==> config.mk <==
export PLATFORM = sky130hd
export DESIGN_NAME = gpio8_ctrl
export DESIGN_NICKNAME = d
export VERILOG_FILES = /design/src/rtl/gpio8_pkg.sv /design/src/rtl/gpio8_sync.sv /design/src/rtl/gpio8_irq_unit.sv /design/src/rtl/gpio8_ctrl.sv
export SDC_FILE = /design/constraint.sdc
export NUM_CORES = 1
export LEC_CHECK = 0
export BUFFER_PORTS_ARGS = -buffer_cell sky130_fd_sc_hd__buf_2
export CORE_ASPECT_RATIO = 0.5
export CORE_MARGIN = 2
export CORE_UTILIZATION = 27
export CTS_BUF_LIST = sky130_fd_sc_hd__clkbuf_2 sky130_fd_sc_hd__clkbuf_4 sky130_fd_sc_hd__clkbuf_8
export CTS_CLUSTER_SIZE = 28
export DETAILED_ROUTE_END_ITERATION = 7
export GPL_TIMING_DRIVEN = 0
export PLACE_DENSITY = 0.42
export SKIP_CTS_REPAIR_TIMING = 1
export SYNTH_ARGS = -nofsm -noshare
export SYNTH_HDL_FRONTEND = slang
export SYNTH_SLANG_ARGS = --single-unit
==> constraint.sdc <==
create_clock -name clk -period 2.8 [get_ports clk]
set_input_delay 0.42 -clock clk [delete_from_list [all_inputs] [get_ports clk]]
set_output_delay 0.42 -clock clk [all_outputs]
set_load 0.01 [all_outputs]
==> src/rtl/gpio8_pkg.sv <==
package gpio8_pkg;
    localparam int PIN_W  = 8;
    localparam int ADDR_W = 12;
    localparam int BUS_W  = 32;
    localparam int PAD_N  = 9;
    localparam int ID_N   = 12;

    typedef logic [PIN_W-1:0]  pins_t;
    typedef logic [ADDR_W-1:0] addr_t;

    localparam addr_t OFF_DIR    = 12'h400;
    localparam addr_t OFF_SENSE  = 12'h404;
    localparam addr_t OFF_BOTH   = 12'h408;
    localparam addr_t OFF_POL    = 12'h40C;
    localparam addr_t OFF_ENA    = 12'h410;
    localparam addr_t OFF_RAW    = 12'h414;
    localparam addr_t OFF_MIS    = 12'h418;
    localparam addr_t OFF_CLR    = 12'h41C;
    localparam addr_t OFF_ALT    = 12'h420;
    localparam addr_t OFF_PADB   = 12'h500;
    localparam addr_t OFF_ANA    = 12'h528;
    localparam addr_t OFF_LOCK   = 12'h520;
    localparam addr_t OFF_COMMIT = 12'h524;
    localparam addr_t OFF_IDB    = 12'hFD0;

    localparam logic [BUS_W-1:0] UNLOCK_KEY = 32'h0ACC_E551;

    // Interrupt configuration bundle, one bit per pin in each field.
    typedef struct packed {
        pins_t sense;
        pins_t both;
        pins_t polarity;
        pins_t enable;
    } irq_cfg_t;

    function automatic addr_t pad_addr(input int k);
        return (k < PAD_N - 1) ? addr_t'(OFF_PADB + addr_t'(4 * k)) : OFF_ANA;
    endfunction

    function automatic logic [7:0] id_byte(input logic [3:0] idx);
        case (idx)
            4'd4:    return 8'h61;
            4'd5:    return 8'h10;
            4'd6:    return 8'h04;
            4'd8:    return 8'h0D;
            4'd9:    return 8'hF0;
            4'd10:   return 8'h05;
            4'd11:   return 8'hB1;
            default: return 8'h00;
        endcase
    endfunction
endpackage

==> src/rtl/gpio8_sync.sv <==
module gpio8_sync #(
    parameter int W      = 8,
    parameter int STAGES = 2
) (
    input  logic         clk,
    input  logic         rst,
    input  logic [W-1:0] d,
    output logic [W-1:0] q
);
    logic [W-1:0] st [STAGES];

    always_ff @(posedge clk) begin
        if (rst) begin
            for (int i = 0; i < STAGES; i++) st[i] <= '0;
        end else begin
            st[0] <= d;
            for (int i = 1; i < STAGES; i++) st[i] <= st[i-1];
        end
    end

    assign q = st[STAGES-1];
endmodule

==> src/rtl/gpio8_irq_unit.sv <==
module gpio8_irq_unit
    import gpio8_pkg::*;
(
    input  logic     clk,
    input  logic     rst,
    input  pins_t    lvl,
    input  pins_t    dir,
    input  irq_cfg_t cfg,
    input  logic     clr_we,
    input  pins_t    clr_bits,
    output pins_t    raw
);
    pins_t prev_q, raw_q, rise, fall, lvl_hit, edge_hit, evt, clr_eff;

    assign rise     = lvl & ~prev_q;
    assign fall     = ~lvl & prev_q;
    assign lvl_hit  = ~(lvl ^ cfg.polarity);
    assign edge_hit = (cfg.both & (rise | fall))
                    | (~cfg.both & cfg.polarity & rise)
                    | (~cfg.both & ~cfg.polarity & fall);
    assign evt      = ~dir & ((cfg.sense & lvl_hit) | (~cfg.sense & edge_hit));
    assign clr_eff  = clr_we ? clr_bits : '0;

    always_ff @(posedge clk) begin
        if (rst) begin
            prev_q <= '0;
            raw_q  <= '0;
        end else begin
            prev_q <= lvl;
            raw_q  <= (raw_q & ~clr_eff) | evt;
        end
    end

    assign raw = raw_q;

    // a newly set status bit belongs to a pin that was an input
    a_r7_inputs_only: assert property (@(posedge clk) disable iff (rst)
        1'b1 |=> ((raw_q & ~$past(raw_q) & $past(dir)) == '0));

    // cleared bits stay clear unless an event arrived in the same cycle
    a_r8_clear_takes: assert property (@(posedge clk) disable iff (rst)
        clr_we |=> ((raw_q & $past(clr_bits) & ~$past(evt)) == '0));
endmodule

==> src/rtl/gpio8_ctrl.sv <==
module gpio8_ctrl
    import gpio8_pkg::*;
#(
    parameter int SYNC_STAGES = 2
) (
    input  logic              clk,
    input  logic              rst,
    input  logic              psel,
    input  logic              pwrite,
    input  logic [ADDR_W-1:0] paddr,
    input  logic [BUS_W-1:0]  pwdata,
    output logic [BUS_W-1:0]  prdata,
    input  logic [PIN_W-1:0]  pin_in,
    output logic [PIN_W-1:0]  pin_out,
    output logic              irq
);
    localparam int MASK_LO = 2;
    localparam int MASK_HI = MASK_LO + PIN_W - 1;

    pins_t    data_q, dir_q, alt_q, commit_q, raw, sync_lvl, wmask, wen_bits, wbyte;
    irq_cfg_t cfg_q;
    logic     locked_q;
    pins_t    pad_q [PAD_N];

    logic wr, data_win;
    assign wr       = psel & pwrite;
    assign data_win = (paddr[ADDR_W-1:MASK_HI+1] == '0);
    assign wmask    = paddr[MASK_HI:MASK_LO];
    assign wbyte    = pwdata[PIN_W-1:0];
    assign wen_bits = (wr && data_win) ? (wmask & dir_q) : '0;

    gpio8_sync #(.W(PIN_W), .STAGES(SYNC_STAGES)) sync_i (
        .clk(clk), .rst(rst), .d(pin_in), .q(sync_lvl)
    );

    gpio8_irq_unit irq_i (
        .clk(clk), .rst(rst), .lvl(sync_lvl), .dir(dir_q), .cfg(cfg_q),
        .clr_we(wr && paddr == OFF_CLR), .clr_bits(wbyte), .raw(raw)
    );

    always_ff @(posedge clk) begin
        if (rst) begin
            data_q   <= '0;
            dir_q    <= '0;
            cfg_q    <= '0;
            alt_q    <= '0;
            commit_q <= '1;
            locked_q <= 1'b1;
        end else begin
            data_q <= ((((data_q & ~wen_bits) | (wbyte & wen_bits)) & dir_q)
                      | (sync_lvl & ~dir_q));
            if (wr) begin
                case (paddr)
                    OFF_DIR:    dir_q          <= wbyte;
                    OFF_SENSE:  cfg_q.sense    <= wbyte;
                    OFF_BOTH:   cfg_q.both     <= wbyte;
                    OFF_POL:    cfg_q.polarity <= wbyte;
                    OFF_ENA:    cfg_q.enable   <= wbyte;
                    OFF_ALT:    alt_q          <= (alt_q & ~commit_q) | (wbyte & commit_q);
                    OFF_LOCK:   locked_q       <= (pwdata != UNLOCK_KEY);
                    OFF_COMMIT: if (!locked_q) commit_q <= wbyte;
                    default: ;
                endcase
            end
        end
    end

    for (genvar k = 0; k < PAD_N; k++) begin : g_pad
        always_ff @(posedge clk) begin
            if (rst)                             pad_q[k] <= '0;
            else if (wr && paddr == pad_addr(k)) pad_q[k] <= wbyte;
        end
    end

    logic [3:0] id_idx;
    pins_t      rd_byte;
    logic [ADDR_W-1:0] id_off;
    assign id_off = paddr - OFF_IDB;
    assign id_idx = id_off[5:2];

    always_comb begin
        rd_byte = '0;
        if (data_win) begin
            rd_byte = data_q & wmask;
        end else if (paddr >= OFF_IDB) begin
            rd_byte = id_byte(id_idx);
        end else begin
            case (paddr)
                OFF_DIR:    rd_byte = dir_q;
                OFF_SENSE:  rd_byte = cfg_q.sense;
                OFF_BOTH:   rd_byte = cfg_q.both;
                OFF_POL:    rd_byte = cfg_q.polarity;
                OFF_ENA:    rd_byte = cfg_q.enable;
                OFF_RAW:    rd_byte = raw;
                OFF_MIS:    rd_byte = raw & cfg_q.enable;
                OFF_ALT:    rd_byte = alt_q;
                OFF_LOCK:   rd_byte = pins_t'(locked_q);
                OFF_COMMIT: rd_byte = commit_q;
                default: ;
            endcase
            for (int k = 0; k < PAD_N; k++)
                if (paddr == pad_addr(k)) rd_byte = pad_q[k];
        end
    end

    assign prdata  = psel ? {{(BUS_W-PIN_W){1'b0}}, rd_byte} : '0;
    assign pin_out = (data_q & dir_q) | ~dir_q;
    assign irq     = |(raw & cfg_q.enable);

    // output bits outside the address mask keep their value on a data write
    a_r2_mask_guard: assert property (@(posedge clk) disable iff (rst)
        (wr && data_win) |=> (((data_q ^ $past(data_q)) & $past(dir_q) & ~$past(wmask)) == '0));

    // the key unlocks
    a_r9_key_unlocks: assert property (@(posedge clk) disable iff (rst)
        (wr && paddr == OFF_LOCK && pwdata == UNLOCK_KEY) |=> !locked_q);

    // commit is frozen while locked
    a_r10_commit_locked: assert property (@(posedge clk) disable iff (rst)
        (wr && paddr == OFF_COMMIT && locked_q) |=> $stable(commit_q));

    // only committed bits of the alternate-function register move
    a_r11_alt_guard: assert property (@(posedge clk) disable iff (rst)
        1'b1 |=> (((alt_q ^ $past(alt_q)) & ~$past(commit_q)) == '0));
endmodule

======== After elaboration in Yosys (flattened, before gate mapping) ========
Memory sizes are Yosys's and may differ from the RTL's.
Index checks and enable logic that the tools add are counted.
storage, ports and cells
  bits in registers ....................... 81
  bits in writable memories ............... 88
  input bits .............................. 56
  output and inout bits ................... 41
  logic and storage cells ................. 175
  memories ................................ 2
memory list
  memory     words  width  rd ports  clocked after memory_dff  wr ports  RTL line          source
  pad_q      9      8      9         0                         9         gpio8_ctrl.sv:23  pins_t pad_q [PAD_N];
  sync_i.st  2      8      2         0                         2         gpio8_sync.sv:10  logic [W-1:0] st [STAGES];
cells by class
  $add $sub $neg .......................... 1
  magnitude comparators ................... 1
  eq/ne operators ......................... 28
  multiplexer cells ....................... 57
  bitwise gates (word level) .............. 54
  reduce and logical (&&, ||, !) cells .... 21
operators by type and width
  cell                                                                       count
  12-bit by 11-bit equality test with 1-bit output, second input constant    20
  8-bit 2-to-1 mux                                                           25
  8-bit AND                                                                  21
  8-bit NOT                                                                  10
  8-bit one-hot mux with 10 select lines                                     1
  8-bit OR                                                                   9
  8-bit one-hot mux with 7 select lines                                      1
  32-bit by 28-bit inequality test with 1-bit output, second input constant  1
  1-bit 2-to-1 mux                                                           30
  4-bit equality test, second input constant                                 4
  2-bit AND reduction                                                        7
  4-bit by 3-bit equality test with 1-bit output, second input constant      3
  12-bit greater-or-equal comparator, second input constant                  1
  1-bit logical AND                                                          11
  1-bit OR                                                                   11
  8-bit OR reduction                                                         1
  8-bit XOR                                                                  1
  6-bit by 5-bit subtractor with 6-bit output, second input constant         1
  3-bit AND reduction                                                        1
  2-bit logical NOT                                                          1
  1-bit AND                                                                  1
  1-bit NOT                                                                  1

======== Depth between registers and ports, before layout ========
Gate-level depths: netlist (run 1).
  word-level depth ........................ 14
  mapped depth ............................ 9
  gate-level depth less buffers ........... 8

======== Cells and area by module ========
From an unflattened synthesis (run 1), not the netlist that was laid out.
second synthesis, totals
  cells, all modules ...................... 1,038
  area total of the unflattened synthesis .. 9,644.2 sq um
by module, submodules not included
  module          instances  cells an instance  area each (sq um)
  gpio8_ctrl      1          874                7,988.9
  gpio8_irq_unit  1          123                1,131.1
  gpio8_sync      1          41                 524.3

======== Least setup slack after synthesis (run 1) ========
No wires, ideal clock.
  path kind ............................... input to output
  start ................................... input paddr[0]
  end ..................................... output prdata[0]
  arrival time ............................ 2.254 ns
  data required time ...................... 2.380 ns
  path slack .............................. 0.126 ns
  stages on the path ...................... 8
  buffers on the path ..................... 3
  cells stage by stage .................... clkbuf_1 > or4_1 > clkbuf_1 > buf_4 > nor4_1 > a2111oi_0 > a21o_1 > a211oi_1
between the ends
  cells in the longest elaborated chain, start to end .. 14
  elaborated cells on any way between the ends .. 42
  those cells by class .................... add/sub (1); order compare (1); eq/ne (26); mux (14)
ends and longest elaborated chain
  item                                              RTL line           source
  start, declared                                   gpio8_ctrl.sv:10   input logic [ADDR_W-1:0] paddr,
  12-bit by 11-bit equality test with 1-bit output  gpio8_ctrl.sv:88   case (paddr)
  8-bit one-hot mux with 10 select lines            gpio8_ctrl.sv:88
  8-bit 2-to-1 mux (9 in series)                    gpio8_ctrl.sv:102  if (paddr == pad_addr(k)) rd_byte = pad_q[k];
  8-bit 2-to-1 mux (*)                              gpio8_ctrl.sv:85   end else if (paddr >= OFF_IDB) begin
  8-bit 2-to-1 mux (*)                              gpio8_ctrl.sv:83   if (data_win) begin
  8-bit 2-to-1 mux (*)                              gpio8_ctrl.sv:106  assign prdata = psel ? {{(BUS_W-PIN_W){1'b0}}, rd_byte} : '0;
  end, declared                                     gpio8_ctrl.sv:12   output logic [BUS_W-1:0] prdata,
Every way passes the cells marked *; elsewhere a longest branch is shown, timed or not.

======== Worst setup path in the final report (run 1) ========
  start ................................... input paddr[2]
  end ..................................... output prdata[6]
Same word-level chain as after synthesis.

==> metrics.cfg, run 1 <==
[power]
leakage_nw = 4.082
vdd_ir_drop_max_uv = 297.5
p_per_area_nw_per_um2 = 427.9

[worst_hold_path]
hp-class = input pin to flip-flop
holdPathStages = 2

[global_route]
overflow = 0
grt_pass1_wl_um = 57950
antenna_found_initial = 1
grt_max_degree = 17
grt_pass1_vias = 7698
grt_util_all_layers_pct = 23.00

[run]
maxCapViolations = 0

[setup_path]
cp_slowest_cell = a32oi_2
endpoint_kind = output pin
crit_fanout = 10
timing.rr.start = sync_i.st[0][12]
rr_endpoint = irq_i.raw[4]
endpoint = prdata[6]
arrival_ns = 2.51
worstSetupStartpointType = input pin
rr_worst_depth = 8
startpoint = paddr[2]
cp.required_ns = 2.38
worstSetupPathType = input pin to output pin
rrSetupSlack_ns = 1.11
cpMostUsedCell = buf_12
cp_cell_sequence = buf_8 > buf_12 > buf_12 > nor4b_4 > buf_4 > clkbuf_4 > nand3_1 > a31oi_4 > o21ai_2 > a32oi_2 > buf_2
cpPeakStageDelay_ns = 0.33

[sta]
tns_ns = -1.133
slew_headroom_pct = 33.35
slew_violations = 0
worst_slew_pin_slew_ns = 0.9977
timing.final.crit_share_pct = 104.7
report.final.hold_viol_count = 0
post-route-min-period_ns = 2.931
layout_setup_ws_ns = -0.1309
clock.fmax_mhz = 341.2
rsz0062_at_grt = true
setup_viol = 14
skew_ns = 0.01520

[place]
pre_cts_ws_ns = -1.536
portBuffers = 57
hpwl_um = 30570
finalWeightedCongestion = 0.9212

[logic_synthesis]
synth-main-ff-cell = dfxtp_1
synth_seq_cells = 169
synth-async-reset-ratio_pct = 0
avgSynthCellArea_sq_um = 8.933
seq_area_frac_synth_pct = 44.43
syn_inst = 1034
synth.distinct_cells = 74
synth_area_sq_um = 9236
yosys_warnings = 0
synth_edf_count = 72

[die]
die_h_um = 134.8
dieArea_sq_um = 35790
rows = 47
core_region_area_sq_um = 33340
start_util_pct = 27.70
die_w_um = 265.6
io_pins = 97

[drt]
viasPerCell = 5.260
num_vias = 8600
routedWlPerCell_um = 25.58
initialDrtViolationCount = 989
wirelength_um = 41820
drt_pass1_iterations = 5
antenna_left = 0
drcViolationCount = 0

[clock_tree]
worstSkewPairLatency_ns = 0.51
htreeDepth = 4
cts.sinks = 169
clk_pin_slew_ns = 0.09
cts_tree = yes
clockBufferDepth = 2
cts-buffers-inserted = 17
cts-root-buf = clkbuf_8

[final_layout]
nNetsFinal = 1254
layout-drive-gt1-share_pct = 24.90
area_growth_pct = 25.68
nFillCells = 3473

[status]
violations = negative setup slack
outcome = complete, but fails checks

-- layout make-up --
class	count	area [sq um]	share of cell area, %
Clock inverter	10	72.57	0.6251
Sequential cell	169	4108	35.38
Inverter	23	86.33	0.7437
Clock buffer	20	262.8	2.263
Antenna cell	1	2.502	0.02156
Buffer	93	640.6	5.518
Timing Repair Buffer	109	769.5	6.629
Multi-Input combinational cell	769	5115	44.06
Tap cell	441	551.8	4.753
-- registers in the layout, indices dropped and copies added (netlist names), named ones only --
register      flops
dir_q             8
pad_q            72
commit_q          8
irq_i.raw         8
cfg_q            32
sync_i.st        16
locked_q          1
irq_i.prev_q      8
-- cell usage after synthesis, drive strengths merged, types with 8 or more instances --
master / number / area share [%]
xnor2: 8 / 0.76
a211o: 9 / 0.85
a32oi: 12 / 1.1
nand2: 155 / 6.3
buf: 44 / 3.0
inv: 23 / 0.93
nor2b: 34 / 2.3
edfxtp: 72 / 23
o21ai: 25 / 1.4
ha: 16 / 2.2
nand4: 10 / 0.68
mux2i: 21 / 2.3
a2bb2oi: 9 / 0.85
a211oi: 30 / 2.4
nand3: 28 / 1.5
nand2b: 14 / 0.95
nor4: 9 / 1.0
clkbuf: 52 / 2.1
a21oi: 81 / 4.4
nor2: 73 / 3.1
nor3: 22 / 1.4
and2: 72 / 4.9
mux2: 8 / 0.98
dfxtp: 97 / 21
-- cell usage in the layout (no fill, tap or decap), drive strengths merged, types with 7 or more instances in the layout --
cell	n
and2	72
mux2i	21
dfxtp	97
nand3	28
nand4	10
o21ai	25
conb	24
a32oi	12
or2	7
o22ai	7
a2bb2oi	9
edfxtp	72
mux2	8
nand2	155
nor3	22
a211oi	30
nor2b	34
nor4	9
a211o	9
xnor2	8
inv	27
a31oi	7
nor2	73
a21oi	81
ha	16
nand2b	14
buf	156
clkbuf	65
-- power by group --
part	switching (W)	internal [W]	total (W)
clock	0.00100	0.000649	0.00165
sequential	0.0000508	0.00264	0.00269
combinational	0.000406	0.000222	0.000628
-- how the worst min path moves through the flow --
stage                    start                to  slack [ns]
5_1_grt              pin_in[0]   sync_i.st[0][0]        0.08
3_5_place_dp   sync_i.st[0][4]  sync_i.st[0][12]        0.43
3_3_place_gp   sync_i.st[0][5]  sync_i.st[0][13]        0.42
2_1_floorplan  sync_i.st[0][2]  sync_i.st[0][10]        0.41
4_1_cts              pin_in[0]   sync_i.st[0][0]        0.08
6_report             pin_in[0]   sync_i.st[0][0]        0.11
-- kinds of logic (layout without fill, tap and decap cells) --
kind of cell | Yosys count | count (layout) | synth area share, %
compound gates | 235 | 235 | 16.99
xor+xnor | 8 | 8 | 0.7586
fa+ha+maj | 16 | 16 | 2.167
buf+inv | 119 | 255 | 6.042
flops | 169 | 169 | 44.43
mux | 31 | 31 | 3.739
other cells | 1 | 25 | 0.04060
simple gates | 455 | 455 | 25.83
-- layer usage --
layer,track usage (%),vias to the layer above,part of all wire (%),routed length (um)
li1,-,3944,-,-
met1,33.93,4269,48,20060
met2,34.92,351,44,18230
met3,4.194,36,7.2,3020
met4,4.834,0,1.2,513
met5,0,-,0,0
-- critical path: cells and delay by family --
kind / cells / cell delay, ns
AND/OR/NAND/NOR: 2 / 0.40
AO/OA/AOI/OAI: 3 / 0.68
buffers and inverters: 6 / 1.00
-- metrics by stage --
| stage | instances | hold WS, ns | instance area [sq um] | power (W) | util, % |
|---|---|---|---|---|---|
| 3_3_place_gp | 1555 | 0.4152 | 10160 | 0.003252 | 30.47 |
| 2_1_floorplan | 1057 | 0.4138 | 9323 | 0.003008 | - |
| 6_report | 1635 | 0.1144 | 11610 | 0.004967 | 34.82 |
| 3_5_place_dp | 1556 | 0.4256 | 10170 | 0.003250 | 30.51 |
| 4_1_cts | 1586 | 0.07931 | 10510 | 0.004889 | 31.52 |
| 5_1_grt | 1634 | 0.07883 | 11610 | 0.005135 | 34.81 |
(Power assumes the default switching activity.)
==> run 2: changes to the inputs <==
CORE_UTILIZATION = 35   (was 27)
PLACE_DENSITY = 0.51   (was 0.42)
REMOVE_ABC_BUFFERS = 1   (was not set)
==> metrics.cfg, run 2 (same netlist as run 1, synthesis figures left out) <==
[global_route]
grt_use_met3_pct = 5.867  ; +1.7 points
grt_max_degree = 65  ; +48
use_met1_pct = 35.37  ; +1.4 points
grt_util_all_layers_pct = 24.52  ; +1.5 points
antenna_found_initial = 1  ; unchanged
grt_pass1_vias = 7680  ; -0.23%
grt_pass1_wl_um = 49310  ; -15%
grt_use_met2_pct = 35.87  ; +0.95 points
overflow = 0  ; unchanged
grt_busiest_layer = met2

[sta]
skew_ns = 0.01970  ; +0.004500 ns
setup_viol = 3  ; -11
worst_slew_pin_slew_ns = 1.225  ; +0.2277 ns
post-route-min-period_ns = 2.819  ; -0.1120 ns
clock.fmax_mhz = 354.7  ; +4.0%
slew_violations = 0  ; unchanged
slew_headroom_pct = 18.00  ; -15 points
report.final.hold_viol_count = 0  ; unchanged
rsz0062_at_grt = true
timing.final.crit_share_pct = 100.7  ; -4.0 points
layout_setup_ws_ns = -0.01893  ; +0.1120 ns

[final_layout]
area_growth_pct = 21.43
ff_latch_area_sq_um = 4106  ; about the same
layout-drive-gt1-share_pct = 21.74  ; -3.2 points
diodes = 0  ; -1
top_regs = pad_q x72, cfg_q x32, sync_i.st x16
nFillCells = 2515  ; -28%
mostFrequentLayoutCell = nand2_1
final_cell_mix = nand2_1 (154), dfxtp_1 (95), a21oi_1 (79)
largest-register = pad_q
largest_register_ff_count = 72  ; unchanged
multi_input_area_sq_um = 4987  ; -2.5%
nNetsFinal = 1186  ; -5.4%
utilization_pct = 43.90  ; +9.1 points
final_area_sq_um = 11220  ; -3.4%

[drt]
routedWlPerCell_um = 24.38  ; -4.7%
wirelength_um = 35870  ; -14%
num_vias = 8455  ; -1.7%
antenna_left = 0  ; unchanged
drt_pass1_iterations = 8  ; +3
viasPerCell = 5.748  ; +9.3%
initialDrtViolationCount = 953  ; -3.6%
drcViolationCount = 0  ; unchanged

[power]
p_per_area_nw_per_um2 = 475.5  ; +11%
leakage_nw = 3.932  ; -3.7%
vdd_ir_drop_max_uv = 235.3  ; -21%
total_power_w = 0.005333  ; +7.4%

[clock_tree]
cts.sinks = 169  ; unchanged
clockBufferDepth = 2  ; unchanged
htreeDepth = 4  ; unchanged
clk_pin_slew_ns = 0.10  ; about the same
worstSkewPairLatency_ns = 0.52  ; about the same
cts_tree = yes
cts-buffers-inserted = 17  ; unchanged
cts-root-buf = clkbuf_8

[setup_path]
rrSetupSlack_ns = 1.20  ; +0.09 ns
rr_worst_depth = 3  ; -5
endpoint_kind = output pin
timing.rr.start = locked_q
rr_endpoint = commit_q[2]
cp_slowest_cell = or4b_4
arrival_ns = 2.40  ; -0.11 ns
cpPeakStageDelay_ns = 0.62  ; +0.29 ns
cp.required_ns = 2.38  ; about the same
worstSetupPathType = input pin to output pin
worstSetupStartpointType = input pin
crit_fanout = 8  ; -2
cp_cell_sequence = buf_12 > or4b_4 > nor3_4 > a22oi_2 > and3_4 > a211o_1 > a21oi_2 > buf_2

[worst_hold_path]
hp-class = input pin to flip-flop
hold_start = pin_in[2]
holdPathStages = 2  ; unchanged
min_delay_worst_endpoint = sync_i.st[0][2]

[place]
place_area_sq_um = 9767  ; -4.0%
finalWeightedCongestion = 0.9613  ; +4.4%
portBuffers = 72  ; +26%
hpwl_um = 23220  ; -24%

[status]
violations = negative setup slack
outcome = complete, but fails checks

[die]
dieArea_sq_um = 27780  ; -22%
start_util_pct = 36.15  ; +8.5 points
die_w_um = 233.7  ; -12%
rows = 41  ; -13%
die_h_um = 118.9  ; -12%
core_region_area_sq_um = 25550  ; -23%
io_pins = 97  ; unchanged

[run]
maxCapViolations = 0  ; unchanged

run 2: per-layer routing:
metal / share of wire (%) / routed length [um]
met1: 45 / 16250
met2: 43 / 15260
met3: 9.6 / 3439
met4: 2.6 / 922
met5: 0 / 0
run 2: power by group:
group / total (W) / internal, W / switching, W
logic: 0.000565 / 0.000208 / 0.000356
clock network: 0.00209 / 0.00108 / 0.00101
registers: 0.00268 / 0.00264 / 0.0000448
run 2: area by class of cell:
type                       instances  share of cell area, %
multi-input combinational        769                  44.47
sequential                       169                  36.61
inverter                          23                 0.7697
timing repair buffer             134                  10.21
clock buffer                      18                  2.153
tap                              344                  3.838
clock inverter                    14                  1.952
run 2: stage by stage:
stage	hold WS [ns]	worst slack [ns]	TNS, ns	cells
after global placement	0.4186	-2.394	-260.90	1377
final	0.1125	-0.01893	-0.04801	1471
after global routing	0.09760	-0.04995	-0.08853	1471
after CTS	0.08131	-1.324	-15.43	1414
after floorplan	0.4138	0.08795	0	961
after detailed placement	0.4237	-1.320	-90.83	1382
run 2: critical path: cells and delay by family:
kind / cells / cell delay, ns
AND/OR/NAND/NOR: 3 / 1.13
AO/OA/AOI/OAI: 3 / 0.58
buffers and inverters: 2 / 0.27
run 2: worst max path at each step:
| stage | startpoint | endpoint | slack, ns |
|---|---|---|---|
| 3_5_place_dp | paddr[4] | prdata[4] | -1.32 |
| 2_1_floorplan | paddr[2] | prdata[0] | 0.09 |
| 3_3_place_gp | paddr[2] | prdata[2] | -2.39 |
| 4_1_cts | paddr[4] | prdata[4] | -1.32 |
| 5_1_grt | paddr[6] | prdata[4] | -0.05 |
| 6_report | paddr[6] | prdata[4] | -0.02 |
==> run 3: changes to the inputs <==
CAP_MARGIN = 30   (was not set)
clock period = 3.25 ns   (was 2.8 ns; I/O delays follow)
==> metrics.cfg, run 3 (same netlist as run 1, synthesis figures left out) <==
[drt]
num_vias = 8072  ; -4.5%
drcViolationCount = 0  ; unchanged
antenna_left = 0  ; unchanged
wirelength_um = 33650  ; -6.2%
routedWlPerCell_um = 23.51  ; -3.6%
drt_pass1_iterations = 7  ; -1
viasPerCell = 5.641  ; -1.9%
initialDrtViolationCount = 908  ; -4.7%

[final_layout]
final_cell_mix = nand2_1 (155), dfxtp_1 (97), a21oi_1 (81)
final_area_sq_um = 10510  ; -6.3%
largest_register_ff_count = 72  ; unchanged
area_growth_pct = 13.80
nNetsFinal = 1146  ; -3.4%
utilization_pct = 41.15  ; -2.8 points
top_regs = pad_q x72, cfg_q x32, sync_i.st x16
largest-register = pad_q
layout-drive-gt1-share_pct = 16.74  ; -5.0 points
mostFrequentLayoutCell = nand2_1
diodes = 0  ; unchanged

[sta]
report.final.hold_viol_count = 0  ; unchanged
fin_hold_ws_ns = 0.1849  ; +0.07244 ns
post-route-min-period_ns = 3.207
worst_slew_pin_slew_ns = 0.9611  ; -0.2643 ns
slew_violations = 0  ; unchanged
skew_ns = 0.01355  ; -0.006157 ns
layout_setup_ws_ns = 0.04266  ; +0.06159 ns
clock.fmax_mhz = 311.8
setup_viol = 0  ; -3
timing.final.crit_share_pct = 98.69
slew_headroom_pct = 35.58  ; +18 points

[clock_tree]
clockBufferDepth = 2  ; unchanged
worstSkewPairLatency_ns = 0.50  ; -0.02 ns
cts-buffers-inserted = 17  ; unchanged
htreeDepth = 4  ; unchanged
cts_tree = yes
cts-root-buf = clkbuf_8
clk_pin_slew_ns = 0.10  ; about the same
cts.sinks = 169  ; unchanged

[die]
die_w_um = 233.7  ; unchanged
dieArea_sq_um = 27780  ; unchanged
die_h_um = 118.9  ; unchanged
start_util_pct = 36.15  ; unchanged
core_region_area_sq_um = 25550  ; unchanged
io_pins = 97  ; unchanged
rows = 41  ; unchanged

[global_route]
grt_use_met3_pct = 5.484  ; -0.38 points
grt_use_met2_pct = 35.41  ; -0.46 points
overflow = 0  ; unchanged
antenna_found_initial = 1  ; unchanged
use_met1_pct = 35.75  ; +0.38 points
grt_max_degree = 65  ; unchanged
grt_util_all_layers_pct = 24.59  ; +0.065 points
grt_pass1_wl_um = 49480  ; +0.35%
grt_busiest_layer = met1
grt_pass1_vias = 7785  ; +1.4%

[place]
finalWeightedCongestion = 0.9613  ; unchanged
pre_cts_ws_ns = -0.9821  ; +0.3380 ns
place_area_sq_um = 9789  ; +0.23%
hpwl_um = 23360  ; +0.57%
portBuffers = 72  ; unchanged

[setup_path]
worstSetupStartpointType = input pin
rr_worst_depth = 3  ; unchanged
crit_fanout = 16  ; +8
timing.rr.start = locked_q
cp.required_ns = 2.76  ; +0.38 ns
rr_endpoint = commit_q[2]
arrival_ns = 2.72  ; +0.32 ns
rrSetupSlack_ns = 1.60  ; +0.40 ns
worstSetupPathType = input pin to output pin
endpoint_kind = output pin

[power]
vdd_ir_drop_max_uv = 184.2  ; -22%
leakage_nw = 3.585  ; -8.8%
total_power_w = 0.004456  ; -16%
p_per_area_nw_per_um2 = 423.9  ; -11%

[worst_hold_path]
hp-class = input pin to flip-flop
min_delay_worst_endpoint = sync_i.st[0][0]
hold_start = pin_in[0]
holdPathStages = 2  ; unchanged

[run]
maxCapViolations = 0  ; unchanged

[status]
outcome = finished, final reports clean

## run 3: changes by cell type in the layout (fill, tap and decap cells not counted), moves of 3 or more
cell,change
buf_12,-3
buf_16,-4
buf_2,+4
buf_4,-32
clkbuf_16,-6
nor2_1,+5
nor2_2,-3
nor3_4,-3
o21ai_0,+4
o21ai_1,-3
## run 3: routing by layer
layer	vias to the layer above	routed length (um)
li1	3727	-
met1	3963	15790
met2	337	14460
met3	45	2560
met4	0	834
met5	-	0
## run 3: cell type report
cell class	count	area (sq um)
repair buffers	94	611.8
inverters	23	86.33
clock buffers	19	255.2
well taps	344	430.4
clock inverters	13	190.2
fillers	2556	15040
flip-flops and latches	169	4104
multi-input cells	769	4833
## run 3: worst max path at each step
| stage | slack [ns] | start | endpoint |
|---|---|---|---|
| final | 0.04 | paddr[8] | prdata[7] |
| after global routing | -0.03 | paddr[2] | prdata[0] |
| after detailed placement | -0.98 | paddr[4] | prdata[4] |
| after floorplan | 0.40 | paddr[2] | prdata[0] |
| after CTS | -1.00 | paddr[4] | prdata[4] |
| after global placement | -2.08 | paddr[2] | prdata[2] |
## run 3: through the flow
step / std cells / setup TNS (ns)
global placement: 1377 / -181.53
finish: 1431 / 0
CTS: 1417 / -5.879
floorplan: 961 / 0
detailed placement: 1385 / -19.79
global route: 1431 / -0.02688
## run 3: worst max-delay path: stages
cell,delay (ns)
clkbuf_4,0.30
and4bb_4,0.45
nand4_1,0.29
nor3_1,0.57
o22ai_1,0.13
a21o_1,0.20
o21ai_0,0.09
buf_2,0.17
## run 3: where the power goes
part	switching, W	total (W)	internal, W
registers	0.0000384	0.00231	0.00227
clock network	0.000860	0.00174	0.000876
logic	0.000283	0.000412	0.000129
total	0.00118	0.00446	0.00327
